==> config.mk <==
export PLATFORM = sky130hd
export DESIGN_NAME = fdiff_binarizer
export DESIGN_NICKNAME = d
export VERILOG_FILES = /design/src/rtl/fdb_pkg.sv /design/src/rtl/fdb_ctrl.sv /design/src/rtl/fdb_datapath.sv /design/src/rtl/fdiff_binarizer.sv
export SDC_FILE = /design/constraint.sdc
export NUM_CORES = 1
export LEC_CHECK = 0
export ABC_AREA = 1
export BUFFER_PORTS_ARGS = -buffer_cell sky130_fd_sc_hd__buf_2
export CELL_PAD_IN_SITES_DETAIL_PLACEMENT = 1
export CELL_PAD_IN_SITES_GLOBAL_PLACEMENT = 1
export CORE_ASPECT_RATIO = 0.6
export CORE_MARGIN = 3
export CORE_UTILIZATION = 42
export CTS_BUF_LIST = sky130_fd_sc_hd__clkbuf_8
export CTS_CLUSTER_DIAMETER = 200
export CTS_CLUSTER_SIZE = 12
export DETAILED_ROUTE_END_ITERATION = 7
export PLACE_DENSITY = 0.85
export SLEW_MARGIN = 10
export SYNTH_ARGS = -nofsm -noshare
export SYNTH_HDL_FRONTEND = slang
export SYNTH_SLANG_ARGS = --single-unit
==> constraint.sdc <==
create_clock -name clk -period 4.4 [get_ports clk]
set_clock_uncertainty 0.2 [all_clocks]
set_input_delay 0.44 -clock clk [delete_from_list [all_inputs] [get_ports clk]]
set_output_delay 0.44 -clock clk [all_outputs]
set_load 0.005 [all_outputs]
==> src/rtl/fdb_pkg.sv <==
package fdb_pkg;
  typedef enum logic [1:0] {
    ST_IDLE = 2'd0,
    ST_MAX  = 2'd1,
    ST_BIN  = 2'd2
  } fdbState_e;

  typedef struct packed {
    logic clrAll;     // restart: clear peak, packer and output
    logic updMax;     // first-sweep pair accepted
    logic packBit;    // second-sweep pair accepted
    logic flushWord;  // emit the word holding this bit
  } fdbStrobe_t;
endpackage

==> src/rtl/fdb_ctrl.sv <==
module fdb_ctrl
  import fdb_pkg::*;
(
  input  logic       clk,
  input  logic       rstN,
  input  logic       startPulse,
  input  logic       frameEnd,
  input  logic       inValid,
  input  logic       inRowLast,
  input  logic       wordPending,
  input  logic       wordLast,
  output logic       inReady,
  output fdbState_e  stateNow,
  output fdbStrobe_t strobes
);
  fdbState_e stateReg;
  logic      accept;

  assign stateNow = stateReg;
  assign inReady  = (stateReg == ST_MAX) || ((stateReg == ST_BIN) && !wordPending);
  assign accept   = inValid && inReady && !startPulse;

  always_comb begin
    strobes           = '0;
    strobes.clrAll    = startPulse;
    strobes.updMax    = accept && (stateReg == ST_MAX);
    strobes.packBit   = accept && (stateReg == ST_BIN);
    strobes.flushWord = strobes.packBit && (inRowLast || wordLast);
  end

  always_ff @(posedge clk or negedge rstN) begin
    if (!rstN) begin
      stateReg <= ST_IDLE;
    end else if (startPulse) begin
      stateReg <= ST_MAX;
    end else if (frameEnd) begin
      case (stateReg)
        ST_MAX:  stateReg <= ST_BIN;
        ST_BIN:  stateReg <= ST_IDLE;
        default: stateReg <= ST_IDLE;
      endcase
    end
  end
endmodule

==> src/rtl/fdb_datapath.sv <==
module fdb_datapath
  import fdb_pkg::*;
#(
  parameter int PIX_W      = 8,
  parameter int WORD_W     = 32,
  parameter int FRAC_NUM   = 77,
  parameter int FRAC_SHIFT = 8
) (
  input  logic              clk,
  input  logic              rstN,
  input  fdbStrobe_t        strobes,
  input  logic [PIX_W-1:0]  curPix,
  input  logic [PIX_W-1:0]  bgPix,
  input  logic              outReady,
  output logic              outValid,
  output logic [WORD_W-1:0] outWord,
  output logic              wordLast
);
  localparam int IDX_W  = $clog2(WORD_W);
  localparam int PROD_W = PIX_W + FRAC_SHIFT;

  logic [PIX_W-1:0]  diffMag;
  logic [PIX_W-1:0]  peakReg;
  logic [PROD_W-1:0] scaledDiff;
  logic [PROD_W-1:0] scaledPeak;
  logic              pixBit;
  logic [WORD_W-1:0] accum;
  logic [WORD_W-1:0] nextAccum;
  logic [IDX_W-1:0]  bitIdx;

  assign diffMag    = (curPix >= bgPix) ? (curPix - bgPix) : (bgPix - curPix);
  assign scaledDiff = {diffMag, {FRAC_SHIFT{1'b0}}};
  assign scaledPeak = PROD_W'(peakReg) * PROD_W'(FRAC_NUM);
  assign pixBit     = scaledDiff > scaledPeak;
  assign wordLast   = bitIdx == IDX_W'(WORD_W - 1);

  for (genvar gi = 0; gi < WORD_W; gi++) begin : g_insert
    assign nextAccum[gi] = (bitIdx == IDX_W'(gi)) ? pixBit : accum[gi];
  end

  always_ff @(posedge clk or negedge rstN) begin
    if (!rstN) begin
      peakReg <= '0;
    end else if (strobes.clrAll) begin
      peakReg <= '0;
    end else if (strobes.updMax && (diffMag > peakReg)) begin
      peakReg <= diffMag;
    end
  end

  always_ff @(posedge clk or negedge rstN) begin
    if (!rstN) begin
      accum    <= '0;
      bitIdx   <= '0;
      outValid <= 1'b0;
      outWord  <= '0;
    end else if (strobes.clrAll) begin
      accum    <= '0;
      bitIdx   <= '0;
      outValid <= 1'b0;
    end else begin
      if (outValid && outReady) outValid <= 1'b0;
      if (strobes.packBit) begin
        if (strobes.flushWord) begin
          outWord  <= nextAccum;
          outValid <= 1'b1;
          accum    <= '0;
          bitIdx   <= '0;
        end else begin
          accum  <= nextAccum;
          bitIdx <= bitIdx + 1'b1;
        end
      end
    end
  end
endmodule

==> src/rtl/fdiff_binarizer.sv <==
module fdiff_binarizer
  import fdb_pkg::*;
#(
  parameter int PIX_W      = 8,
  parameter int WORD_W     = 32,
  parameter int FRAC_NUM   = 77,
  parameter int FRAC_SHIFT = 8
) (
  input  logic              clk,
  input  logic              rstN,
  input  logic              startPulse,
  input  logic              frameEnd,
  input  logic              inValid,
  output logic              inReady,
  input  logic [PIX_W-1:0]  curPix,
  input  logic [PIX_W-1:0]  bgPix,
  input  logic              inRowLast,
  output logic              outValid,
  input  logic              outReady,
  output logic [WORD_W-1:0] outWord
);
  fdbStrobe_t strobes;
  fdbState_e  stateNow;
  logic       wordLast;

  fdb_ctrl u_ctrl (
    .clk(clk), .rstN(rstN), .startPulse(startPulse), .frameEnd(frameEnd),
    .inValid(inValid), .inRowLast(inRowLast), .wordPending(outValid),
    .wordLast(wordLast), .inReady(inReady), .stateNow(stateNow), .strobes(strobes)
  );

  fdb_datapath #(
    .PIX_W(PIX_W), .WORD_W(WORD_W), .FRAC_NUM(FRAC_NUM), .FRAC_SHIFT(FRAC_SHIFT)
  ) u_dp (
    .clk(clk), .rstN(rstN), .strobes(strobes), .curPix(curPix), .bgPix(bgPix),
    .outReady(outReady), .outValid(outValid), .outWord(outWord), .wordLast(wordLast)
  );
endmodule

Word level (Yosys, flattened, before mapping)
Cells that the tools add are included.
- register bits after elaboration: 80
- add/sub/neg operators: 3
- multipliers: 1
- order comparisons: 3
- eq/ne operators: 33
- mux-type cells: 48
- bitwise logic cells: 1
- reductions and logical operators: 17
- operator list (operator ; number):
    32-bit two-way mux ; 3
    5-bit equality test, second input constant ; 16
    5-bit by 4-bit equality test with 1-bit output, second input constant ; 8
    1-bit two-way mux ; 36
    8-bit two-way mux ; 3
    5-bit by 3-bit equality test with 1-bit output, second input constant ; 4
    16-bit by 15-bit greater-than comparator with 1-bit output ; 1
    8-bit subtractor ; 2
    8-bit by 7-bit multiplier with 15-bit output, second input constant ; 1
    5-bit two-way mux ; 3
    5-bit by 2-bit equality test with 1-bit output, second input constant ; 2
    8-bit greater-or-equal comparator ; 1
    8-bit greater-than comparator ; 1
    1-bit logical AND ; 8
    2-bit two-way mux ; 3
    2-bit nonzero test ; 3
    5-bit by 1-bit adder with 5-bit output, second input constant ; 1
    5-bit by 1-bit equality test with 1-bit output, second input constant ; 1
    5-bit logical NOT ; 1
    3-bit AND reduction ; 1
    2-bit by 1-bit equality test with 1-bit output, second input constant ; 1
    2-bit equality test, second input constant ; 1
    1-bit logical NOT ; 2
    1-bit logical OR ; 2
    1-bit NOT ; 1

Longest topological paths before layout
Gate-level depths: netlist of run 1.
- word-level depth: 10
- gate-level depth with buffers: 28
- depth with buffers taken out: 27

Modules after synthesis
Synthesis of run 1 repeated with hierarchy kept, for this count alone.
- cells, all modules: 822
- area, all modules: 6272.3 um2
- by module, submodules not included (module ; instances ; cells each ; area each (um2) ; sequential area each (um2)):
    fdb_datapath ; 1 ; 804 ; 6144.6 ; 1951.9
    fdb_ctrl ; 1 ; 18 ; 127.6 ; 50.0

Least setup slack after synthesis of run 1
Ideal clock, no wire load.
- kind: register -> register
- start: reg u_dp.peakReg[5]
- end: reg u_dp.outWord[7]
- arrival: 4.207 ns
- data required time: 4.082 ns
- slack: -0.125 ns
- stages on the path, launching flop included: 26
- path buffers: 1
- cells stage by stage: dfrtp_1 ha_1 ha_1 inv_1 fa_1 fa_1 inv_1 ha_1 inv_1 nor3_1 nand2_1 o211ai_1 nand3_1 nand2_1 xor2_1 ha_1 nand2_1 nor2_1 nand4_1 nor2_1 nand3_1 nand2_1 buf_4 nand3_1 nand3_1 nand2_1
- cells in the longest elaborated chain, start to end: 3
- RTL lines (element ; line ; text):
    from (decl) ; fdb_datapath.sv:23 ; logic [PIX_W-1:0] peakReg;
    from (signal assigned) ; fdb_datapath.sv:47 ; peakReg <= diffMag;
    8-bit by 7-bit multiplier with 15-bit output ; fdb_datapath.sv:33 ; assign scaledPeak = PROD_W'(peakReg) * PROD_W'(FRAC_NUM);
    16-bit by 15-bit greater-than comparator with 1-bit output ; fdb_datapath.sv:34 ; assign pixBit = scaledDiff > scaledPeak;
    1-bit two-way mux ; fdb_datapath.sv:38 ; assign nextAccum[gi] = (bitIdx == IDX_W'(gi)) ? pixBit : accum[gi];
    to (signal assigned) ; fdb_datapath.sv:65 ; outWord <= nextAccum;
    to (decl) ; fdb_datapath.sv:16 ; output logic [WORD_W-1:0] outWord,
No other way between the ends.
A chain may end at the register's enable or synchronous reset.

Final worst setup path of run 1
- start: reg u_dp.peakReg[4]
- end: reg u_dp.accum[20]
- cells in the longest elaborated chain, start to end: 6
- RTL lines (element ; line ; text):
    8-bit by 7-bit multiplier with 15-bit output ; fdb_datapath.sv:33 ;
    16-bit by 15-bit greater-than comparator with 1-bit output ; fdb_datapath.sv:34 ;
    1-bit two-way mux ; fdb_datapath.sv:38 ;
    32-bit two-way mux ; fdb_datapath.sv:64 ; if (strobes.flushWord) begin
    32-bit two-way mux ; fdb_datapath.sv:63 ; if (strobes.packBit) begin
    32-bit two-way mux ; fdb_datapath.sv:57 ; end else if (strobes.clrAll) begin
    to (signal assigned) ; fdb_datapath.sv:70 ; accum <= nextAccum;
    to (decl) ; fdb_datapath.sv:27 ; logic [WORD_W-1:0] accum;
No other way between the ends. The select of a mux whose other input is x is not followed.

==> out/metrics.yaml, run 1 <==
worst_setup_path:
  rrSetupSlack_ns: -0.48
  slowest_delay_ns: 0.53
  crit_required_ns: 4.46
  path_cells: "buf_6 > ha_4 > ha_4 > inv_2 > fa_1 > fa_1 > inv_2 > ha_4 > a21oi_1 > o211ai_1 > buf_4 > xnor2_2 > ha_1 > nand2_2 > nor2_1 > nand4_1 > nor2_1 > nand3_1 > nand2_4 > buf_6 > buf_12 > nand3_2 > nand3_2 > nand2_1"
  crit_top_cell: "ha_4"
  crit_type: "flip-flop to flip-flop"
  cp-end-kind: "flip-flop"
  cp_slowest_cell: "fa_1"
  crit_path_start_kind: "flip-flop"
  worstPathMaxFanout: 5
  worstPathArrival_ns: 4.94
sta:
  fin_ws_ns: -0.485
  tightest_slew_ns: 1.19
  finalSetupViolations: 63
  hold_viol_final: 0
  fin_crit_sh_pct: 111
  maxSlewViolCount: 0
  fmax_mhz: 205
  relSlewSlack_pct: 20.5
  hold_slack_ns: 0.0703
  rsz0062_at_grt: "yes"
  layout_min_cycle_time_ns: 4.88
synthesis:
  syn_inst: 806
  ys.flop_type: "dfrtp_1"
  ys_seq_area_share_pct: 32.1
  synth_fp_nets: 911
  synth.area.top_cells: "dfrtp_1 (32%), ha_1 (14%), nand2_1 (14%)"
  synth.distinct_cells: 39
  yosysTopAreaCellShare_pct: 32.1
  avgSynthCellArea_um2: 7.73
  synth_edf_count: 0
  yosysTopAreaCell: "dfrtp_1"
  synth-seq-cells: 80
  async_reset_ff_share_pct: 100
  netlist_area_um2: 6230
  ys_warn_count: 0
floorplan:
  initial_core_util_pct: 44.2
  die-area_um2: 16400
  rows: 33
  io_pins: 57
  die_w_um: 163
  core_um2: 14100
  fp.dieH_um: 100
drt:
  drc: 0
  drt_first_pass_iters: 5
  met1Wirelength_um: 10200
  wire_per_inst_um: 18.4
  drt_iter0_markers: 411
  via_count: 5799
  met3WireLength_um: 1100
  met2_length_um: 8610
  routed_wl_um: 20000
  top_layer: "met4"
  postRouteAntennaNets: 0
  vias_per_cell: 5.33
global_route:
  antenna_found_initial: 0
  grt.overflow.total: 0
  grt_use_total_pct: 24.8
  grt_start_max_net_pins: 54
  grt_pass1_vias: 6015
  grt_pass1_wl_um: 32200
cts:
  cts_max_level: 3
  cts_tree: "yes"
  clk_pin_slew_ns: 0.09
  clkLatencyLatePin_ns: 0.36
  cts_num_sinks: 80
  clockRootBuffer: "clkbuf_8"
  cts_buffers: 9
  cts_buffer_depth: 2
place:
  dp_cells: 1061
  hpwl_um: 14000
  port_buffers: 56
  place_area_um2: 6880
  gp_congestion: 0.931
run:
  cap_violations: 0
status:
  violations: "negative setup slack"
  outcome: "finished with violations"
pwr:
  power.total_mw: 2.47
  vdd_drop_max_mv: 0.137
  power_density_nw_per_um2: 317
  p_leak_nw: 4.15
worst_hold_path:
  hold_class: "input pin to flip-flop"
final_layout:
  fillers: 1729
  area.sequential_um2: 2000
  instances_no_fill: 1089
  stdcell_area_um2: 7790
  syn_to_final_growth_pct: 25.1
  n_antenna_cell: 0
  multi_input_area_um2: 4270
  fin_nets: 997
  drive_above_1_share_pct: 32.3
## cells in the mapped netlist, drive strengths merged, types with 2 or more instances
library cell and count:
dfrtp 80, nand3 117, o22ai 8, a21o 2, nand4 3, nor3 5, fa 10, nand2 242
clkbuf 10, inv 94, ha 72, xor2 12, or2 32, o21ai 12, a21oi 23, xnor2 5
nor2 56, buf 16
## metal layers
layer,global-route usage [%],vias to the layer above
met5,0,-
met4,3.70,0
met3,5.36,18
met2,36.6,145
met1,37.9,2882
li1,-,2754
## registers in the layout, indices dropped and copies added, names as in the netlist
name,count
u_dp.outValid,1
u_ctrl.stateNow,2
u_dp.peakReg,8
u_dp.outWord,32
u_dp.accum,32
u_dp.bitIdx,5
## critical path: cells and delay by family, from the launching register on
family          cells  cell delay (ns)
fa+ha+maj           6             2.00
xor+xnor            1             0.15
buf+inv             6             0.66
flops               1             0.41
compound gates      2             0.30
simple gates        9             1.03
## cells in the final DEF, fill, tap and decap left out, types with 2 or more instances in the layout
master	synthesis	routed
nand4_1	2	2
xor2_1	12	11
ha_4	0	9
nand2_2	4	15
dfrtp_1	80	78
nor2_1	55	53
clkbuf_8	0	10
dfrtp_2	0	2
o22ai_1	8	8
or2_2	32	32
ha_1	72	62
buf_2	6	55
buf_16	0	3
a21oi_1	19	15
nand3_1	89	30
clkinvlp_4	0	2
a21o_1	2	2
xnor2_1	5	4
nand3_2	27	75
inv_1	90	85
nand3_4	1	12
nand2_1	235	223
nor2_4	1	2
a21oi_2	4	8
inv_2	3	8
o21ai_0	12	11
buf_4	4	36
fa_1	10	10
clkinv_2	0	2
buf_12	0	3
nor3_1	5	4
buf_6	3	3
nand2_4	2	3
## stage by stage
| stage | util, % | setup WS, ns | setup TNS [ns] |
|---|---|---|---|
| finish | 55.3 | -0.485 | -27.30 |
| global placement | 48.9 | -0.312 | -16.43 |
| detailed placement | 48.9 | -0.502 | -29.06 |
| CTS | 54.4 | -0.371 | -21.39 |
| global route | 55.3 | -0.694 | -40.78 |
| floorplan | - | 0.0176 | 0 |
## logic make-up after synthesis
family	after synthesis	share of synthesized area (%)
simple gates	457	34.8
buf+inv	121	8.42
fa+ha+maj	82	17.7
flops	80	32.1
compound gates	49	4.58
xor+xnor	17	2.39
## area by class of cell
cell class              instances  area share, %
well taps                     192           3.08
inverters                      95           4.61
clock buffers                  10           1.77
repair buffers                101           9.40
clock inverters                 6          0.546
flip-flops and latches         80           25.7
multi-input cells             605           54.9
## final timing paths
check / startpoint / end / cells past startpoint
setup / recovery: u_dp.peakReg[4] / u_dp.accum[20] / 24
hold / removal: frameEnd / u_ctrl.stateNow[1] / 2
setup reg to reg: u_dp.peakReg[4] / u_dp.accum[20] / 24
hold reg to reg: u_dp.outWord[9] / u_dp.outWord[9] / 2
max in group asynchronous: rstN / u_dp.peakReg[6] / 3
min in group asynchronous: rstN / u_dp.outWord[3] / 2
## power by group
part / leakage, nW / internal, mW / total [mW] / switching (mW)
registers: 1.11 / 0.750 / 0.768 / 0.0184
logic: 2.95 / 0.513 / 1.18 / 0.671
clock network: 0.0887 / 0.221 / 0.521 / 0.300
## timing repair
item	4_1_cts	5_1_grt
pin swaps	41	40
setup buffers	9	1
hold buffers	1	0
gates cloned	4	0
resized for setup	86	31
endpoints found under the hold margin	52	0
endpoints found under the setup margin	63	63
Power figures use the tool's default switching activity.
==> run 2: changes to the inputs <==
==> constraint.sdc (replaced) <==
create_clock -name clk -period 4.4 [get_ports clk]
set_clock_uncertainty 0.2 [all_clocks]
set_input_delay 0.22 -clock clk [delete_from_list [all_inputs] [get_ports clk]]
set_output_delay 0.22 -clock clk [all_outputs]
set_load 0.005 [all_outputs]
==> out/metrics.yaml, run 2 (same netlist as run 1, synthesis figures left out) <==
worst_setup_path:
  cp-end-kind: "flip-flop"
  crit_top_cell: "nand2_2"
  crit_required_ns: 4.46  # about the same
  path_buf_inv: 5  # -1
  crit_type: "flip-flop to flip-flop"
  rr_startpoint: "u_dp.peakReg[4]"
  crit_path_start_kind: "flip-flop"
  cp.depth: 27  # +13%
  slowest_delay_ns: 0.51  # -0.02 ns
  worstPathMaxFanout: 6  # +1
  cp_slowest_cell: "fa_1"
  r2r-end: "u_dp.outWord[4]"
  r2r_cells: 27  # +13%
  cp_top_family: "adder cells"
  rrSetupSlack_ns: -0.44  # +0.04 ns
  worstPathArrival_ns: 4.91  # -0.03 ns
floorplan:
  rows: 33  # unchanged
  core_um2: 14100  # unchanged
  initial_core_util_pct: 44.2  # unchanged
  die-area_um2: 16400  # unchanged
  die_w_um: 163  # unchanged
  fp.dieH_um: 100  # unchanged
  io_pins: 57  # unchanged
drt:
  drt_iter0_markers: 375  # -8.8%
  postRouteAntennaNets: 0  # unchanged
  drc: 0  # unchanged
  routed_wl_um: 20400  # +1.8%
  drt_first_pass_iters: 5  # unchanged
  wire_per_inst_um: 18.7  # +1.9%
  vias_per_cell: 5.29  # -0.58%
  via_count: 5760  # -0.67%
pwr:
  switching_power_mw: 1.00  # +1.6%
  power_frac_clock_pct: 23.4  # +2.3 points
  internal-power_mw: 1.51  # +1.7%
  p_leak_nw: 4.16  # +0.37%
  power_density_nw_per_um2: 323  # +1.7%
  p_sw_share_pct: 40.0  # -0.043 points
  p_comb_share_pct: 46.0  # -1.9 points
  p_seq_share_pct: 30.6  # -0.5 points
  vdd_drop_max_mv: 0.144  # +4.5%
  power.total_mw: 2.51  # +1.7%
cts:
  cts_max_level: 3  # unchanged
  clk_pin_slew_ns: 0.09  # about the same
  cts_tree: "yes"
  cts_buffers: 9  # unchanged
  clkLatencyLatePin_ns: 0.39  # +0.03 ns
  cts_num_sinks: 80  # unchanged
  cts_buffer_depth: 2  # unchanged
  clockRootBuffer: "clkbuf_8"
sta:
  finalSetupViolations: 63  # unchanged
  layout_min_cycle_time_ns: 4.84  # -0.0404 ns
  setup_tns_ns: -25.56  # +1.74 ns
  rsz0062_at_grt: "yes"
  hold_slack_ns: 0.156  # +0.0859 ns
  fmax_mhz: 206  # +0.83%
  fin_ws_ns: -0.444  # +0.0404 ns
  tightest_slew_ns: 1.13  # -0.0657 ns
  maxSlewViolCount: 0  # unchanged
  relSlewSlack_pct: 25.0  # +4.5 points
  fin_crit_sh_pct: 110  # -0.92 points
  hold_viol_final: 0  # unchanged
place:
  gp_congestion: 0.940  # +1.0%
  pre_cts_ws_ns: -0.544  # -0.0417 ns
  port_buffers: 56  # unchanged
  hpwl_um: 14100  # +0.47%
final_layout:
  area.sequential_um2: 2000  # unchanged
  final_util_pct: 55.3  # unchanged
  fin_nets: 996  # -0.10%
  final_cell_mix: "nand2_1 (218), inv_1 (86), dfrtp_1 (78)"
  drive_above_1_share_pct: 31.6  # -0.75 points
  final_common_cell: "nand2_1"
  n_antenna_cell: 0  # unchanged
  multi_input_area_um2: 4270  # -0.18%
  fillers: 1722  # -0.40%
  syn_to_final_growth_pct: 25.1  # unchanged
  top_regs: "u_dp.accum: 32 flops, u_dp.outWord: 32 flops, u_dp.peakReg: 8 flops"
worst_hold_path:
  hold_class: "input pin to flip-flop"
  hp-start: "bgPix[0]"
  hold_path_depth: 3  # +1
  min_to: "u_dp.peakReg[0]"
global_route:
  grt_use_total_pct: 25.0  # +0.15 points
  grt.overflow.total: 0  # unchanged
  grt_pass1_vias: 5932  # -1.4%
  antenna_found_initial: 0  # unchanged
  grt_pass1_wl_um: 32100  # about the same
  grt_start_max_net_pins: 54  # unchanged
status:
  outcome: "finished with violations"
  violations: "negative setup slack"
run:
  cap_violations: 0  # unchanged
==> run 2: changes by cell type in the layout (fill, tap and decap cells not counted), moves of 3 or more <==
cell,before,now
buf_16,3,0
buf_4,36,33
dlygate4sd3_1,1,5
nand2_1,223,218
nand2_2,15,19
nand3_1,30,35
nand3_2,75,71
==> run 2: final cells by class <==
class,instances,area share [%]
inverter,95,4.61
clock buffer,10,1.77
sequential,80,25.7
multi-input combinational,605,54.8
tap,192,3.08
clock inverter,6,0.867
timing repair buffer,100,9.17
==> run 2: repair_timing <==
action | 4_1_cts | 5_1_grt
resized for setup | 53 | 56
buffers inserted | 3 | 2
pin swaps | 19 | 28
hold buffers | 5 | 0
endpoints found under the setup margin | 63 | 63
endpoints found under the hold margin | 56 | 0
gates cloned | 2 | 2
==> run 2: layer usage <==
| layer | GRT usage (%) | vias up | part of all wire, % |
|---|---|---|---|
| met3 | 5.44 | 28 | 5.5 |
| met5 | 0 | - | 0 |
| met4 | 5.00 | 0 | 1.5 |
| met1 | 37.8 | 2821 | 50 |
| li1 | - | 2749 | - |
| met2 | 36.7 | 162 | 43 |
==> run 2: worst max-delay path by stage <==
stage               startpoint               end  slack (ns)
6_report       u_dp.peakReg[4]   u_dp.outWord[4]       -0.44
2_1_floorplan  u_dp.peakReg[5]   u_dp.outWord[7]        0.02
5_1_grt        u_dp.peakReg[5]   u_dp.outWord[3]       -0.67
4_1_cts        u_dp.peakReg[4]    u_dp.accum[19]       -0.41
3_3_place_gp   u_dp.peakReg[3]  u_dp.outWord[30]       -0.30
3_5_place_dp   u_dp.peakReg[4]  u_dp.outWord[30]       -0.54
==> run 2: worst reg2reg max path: stages (launching register included) <==
cell and delay [ns]:
dfrtp_1 0.42, buf_6 0.14, ha_4 0.22, ha_4 0.26
inv_2 0.03, fa_1 0.46, fa_1 0.51, inv_2 0.05
ha_4 0.30, nand2_4 0.06, nand2_2 0.07, a21oi_2 0.06
o21bai_1 0.18, xor2_1 0.26, ha_1 0.32, nand2_2 0.10
inv_2 0.05, nand2_2 0.06, nand2_2 0.05, nand2_1 0.07
nand2_1 0.08, nand2_1 0.09, nand2_2 0.09, nand2_8 0.15
buf_12 0.15, nand3_2 0.11, nand3_2 0.13, nand2_1 0.06
==> run 2: power groups by stage <==
stage               clock network, mW  registers [mW]  logic, mW
finish                          0.589           0.768       1.16
floorplan                           0           0.778      0.572
detailed placement                  0           0.779      0.910
global placement                    0           0.778      0.865
CTS                             0.588           0.766       1.06
global route                    0.634           0.770       1.26
==> run 2: stage by stage <==
stage | std cells | cell area (um2)
2_1_floorplan | 806 | 6250
3_3_place_gp | 1060 | 6880
3_5_place_dp | 1060 | 6880
4_1_cts | 1086 | 7460
5_1_grt | 1088 | 7790
6_report | 1088 | 7790
==> run 3: changes to the inputs <==
Settings changed: GPL_TIMING_DRIVEN from default to 0, SETUP_SLACK_MARGIN from default to 0.05.
==> out/metrics.yaml, run 3 (same netlist as run 1, synthesis figures left out) <==
cts:
  cts_tree: "yes"
  cts_buffer_depth: 2  # unchanged
  clockRootBuffer: "clkbuf_8"
  cts_num_sinks: 80  # unchanged
  clk_pin_slew_ns: 0.10  # about the same
  cts_buffers: 9  # unchanged
  clkLatencyLatePin_ns: 0.37  # -0.02 ns
  cts_max_level: 3  # unchanged
drt:
  drt_iter0_markers: 306  # -18%
  routed_wl_um: 20300  # -0.41%
  postRouteAntennaNets: 0  # unchanged
  met2_length_um: 8750  # +0.40%
  met3WireLength_um: 1300  # +16%
  met1Wirelength_um: 9980  # -2.3%
  drc: 0  # unchanged
  via_count: 5766  # +0.10%
  wire_per_inst_um: 18.6  # -0.86%
  vias_per_cell: 5.28  # -0.35%
  top_layer: "met4"
  drt_first_pass_iters: 5  # unchanged
worst_setup_path:
  slowest_delay_ns: 0.63  # +0.12 ns
  rr_startpoint: "u_dp.peakReg[5]"
  cp_top_family: "adder cells"
  cp_slowest_cell: "fa_1"
  crit_path_start_kind: "flip-flop"
  startpoint: "u_dp.peakReg[5]"
  path_buf_inv: 3  # -2
  crit_type: "flip-flop to flip-flop"
  crit_top_cell: "nand2_1"
  worstPathMaxFanout: 5  # -1
  cp-end-kind: "flip-flop"
  worstPathArrival_ns: 4.99  # +0.08 ns
  crit_required_ns: 4.45  # about the same
sta:
  tightest_slew_ns: 0.745  # -0.380 ns
  maxSlewViolCount: 0  # unchanged
  rsz0062_at_grt: "yes"
  hold_viol_final: 0  # unchanged
  fin_ws_ns: -0.531  # -0.0871 ns
  finalSetupViolations: 63  # unchanged
  relSlewSlack_pct: 50.3  # +25 points
  fmax_mhz: 203  # -1.8%
  fin_crit_sh_pct: 112  # +2.0 points
  layout_min_cycle_time_ns: 4.93  # +0.0871 ns
place:
  place_area_um2: 6830  # -0.69%
  port_buffers: 56  # unchanged
  gp_congestion: 0.915  # -2.7%
  hpwl_um: 14800  # +4.9%
final_layout:
  syn_to_final_growth_pct: 25.0  # about the same
  stdcell_area_um2: 7780  # about the same
  final_cell_mix: "nand2_1 (221), inv_1 (87), dfrtp_1 (76)"
  top_regs: "u_dp.accum: 32 flops, u_dp.outWord: 32 flops, u_dp.peakReg: 8 flops"
  n_antenna_cell: 0  # unchanged
  drive_above_1_share_pct: 29.2  # -2.4 points
  final_util_pct: 55.3  # about the same
  final_common_cell: "nand2_1"
  fin_nets: 1001  # +0.50%
status:
  outcome: "finished with violations"
  violations: "negative setup slack"
global_route:
  grt_pass1_wl_um: 32200  # +0.26%
  grt.overflow.total: 0  # unchanged
  antenna_found_initial: 0  # unchanged
  grt_use_total_pct: 25.4  # +0.38 points
  grt_pass1_vias: 6000  # +1.1%
  grt_start_max_net_pins: 44  # -19%
pwr:
  p_leak_nw: 4.13  # -0.71%
  vdd_drop_max_mv: 0.154  # +7.5%
  power_density_nw_per_um2: 317  # -1.8%
  power.total_mw: 2.47  # -1.9%
floorplan:
  core_um2: 14100  # unchanged
  die-area_um2: 16400  # unchanged
  io_pins: 57  # unchanged
  die_w_um: 163  # unchanged
  rows: 33  # unchanged
  initial_core_util_pct: 44.2  # unchanged
  fp.dieH_um: 100  # unchanged
run:
  cap_violations: 0  # unchanged
worst_hold_path:
  hold_class: "input pin to async pin"
==> run 3: cell count changes in the layout (fill, tap and decap cells not counted), sizes merged <==
| cell | before | now |
|---|---|---|
| clkbuf | 12 | 19 |
| buf | 93 | 90 |
| inv | 95 | 96 |
==> run 3: layout make-up <==
class                      instances  area [um2]
sequential                        80        2010
inverter                          95         362
tap                              192         240
clock inverter                     7        71.3
multi-input combinational        605        4230
fill                            1739        6300
clock buffer                       9         124
buffer                            26         198
timing repair buffer              79         553
==> run 3: metrics by stage <==
stage	hold slack (ns)	cells	setup TNS, ns	worst slack [ns]
floorplan	-0.276	806	0	0.0713
global placement	0.225	1054	-31.42	-0.554
detailed placement	0.0372	1055	-45.58	-0.781
CTS	0.149	1090	-26.58	-0.482
global route	0.191	1093	-41.58	-0.722
finish	0.153	1093	-29.90	-0.531
==> run 3: power by group <==
part	internal [mW]	total (mW)	switching [mW]
logic	0.467	1.11	0.647
clock network	0.262	0.573	0.311
registers	0.750	0.781	0.0303
total	1.48	2.47	0.988
==> run 3: timing repair <==
action / in CTS / in global routing
pin swaps: 18 / 21
resized for setup: 63 / 39
hold endpoints to repair: 41 / 0
cloned: 2 / 0
setup buffers: 12 / 3
setup endpoints to repair: 63 / 63
hold buffers: 5 / 0
==> run 3: routing by layer <==
metal / vias to the layer above / GRT usage, %
li1: 2758 / -
met5: - / 0
met3: 21 / 4.99
met2: 168 / 38.1
met4: 0 / 5.07
met1: 2819 / 38.0
==> run 3: final timing paths <==
kind / to / slack [ns] / cells past startpoint
min reg2reg: u_dp.accum[29] / 0.28 / 2
min: u_dp.outWord[3] / 0.15 / 2
max reg2reg: u_dp.accum[0] / -0.53 / 25
max: u_dp.accum[0] / -0.53 / 25
min in group clk: u_dp.accum[31] / 0.20 / 6
max in group asynchronous: u_dp.peakReg[4] / 3.21 / 3
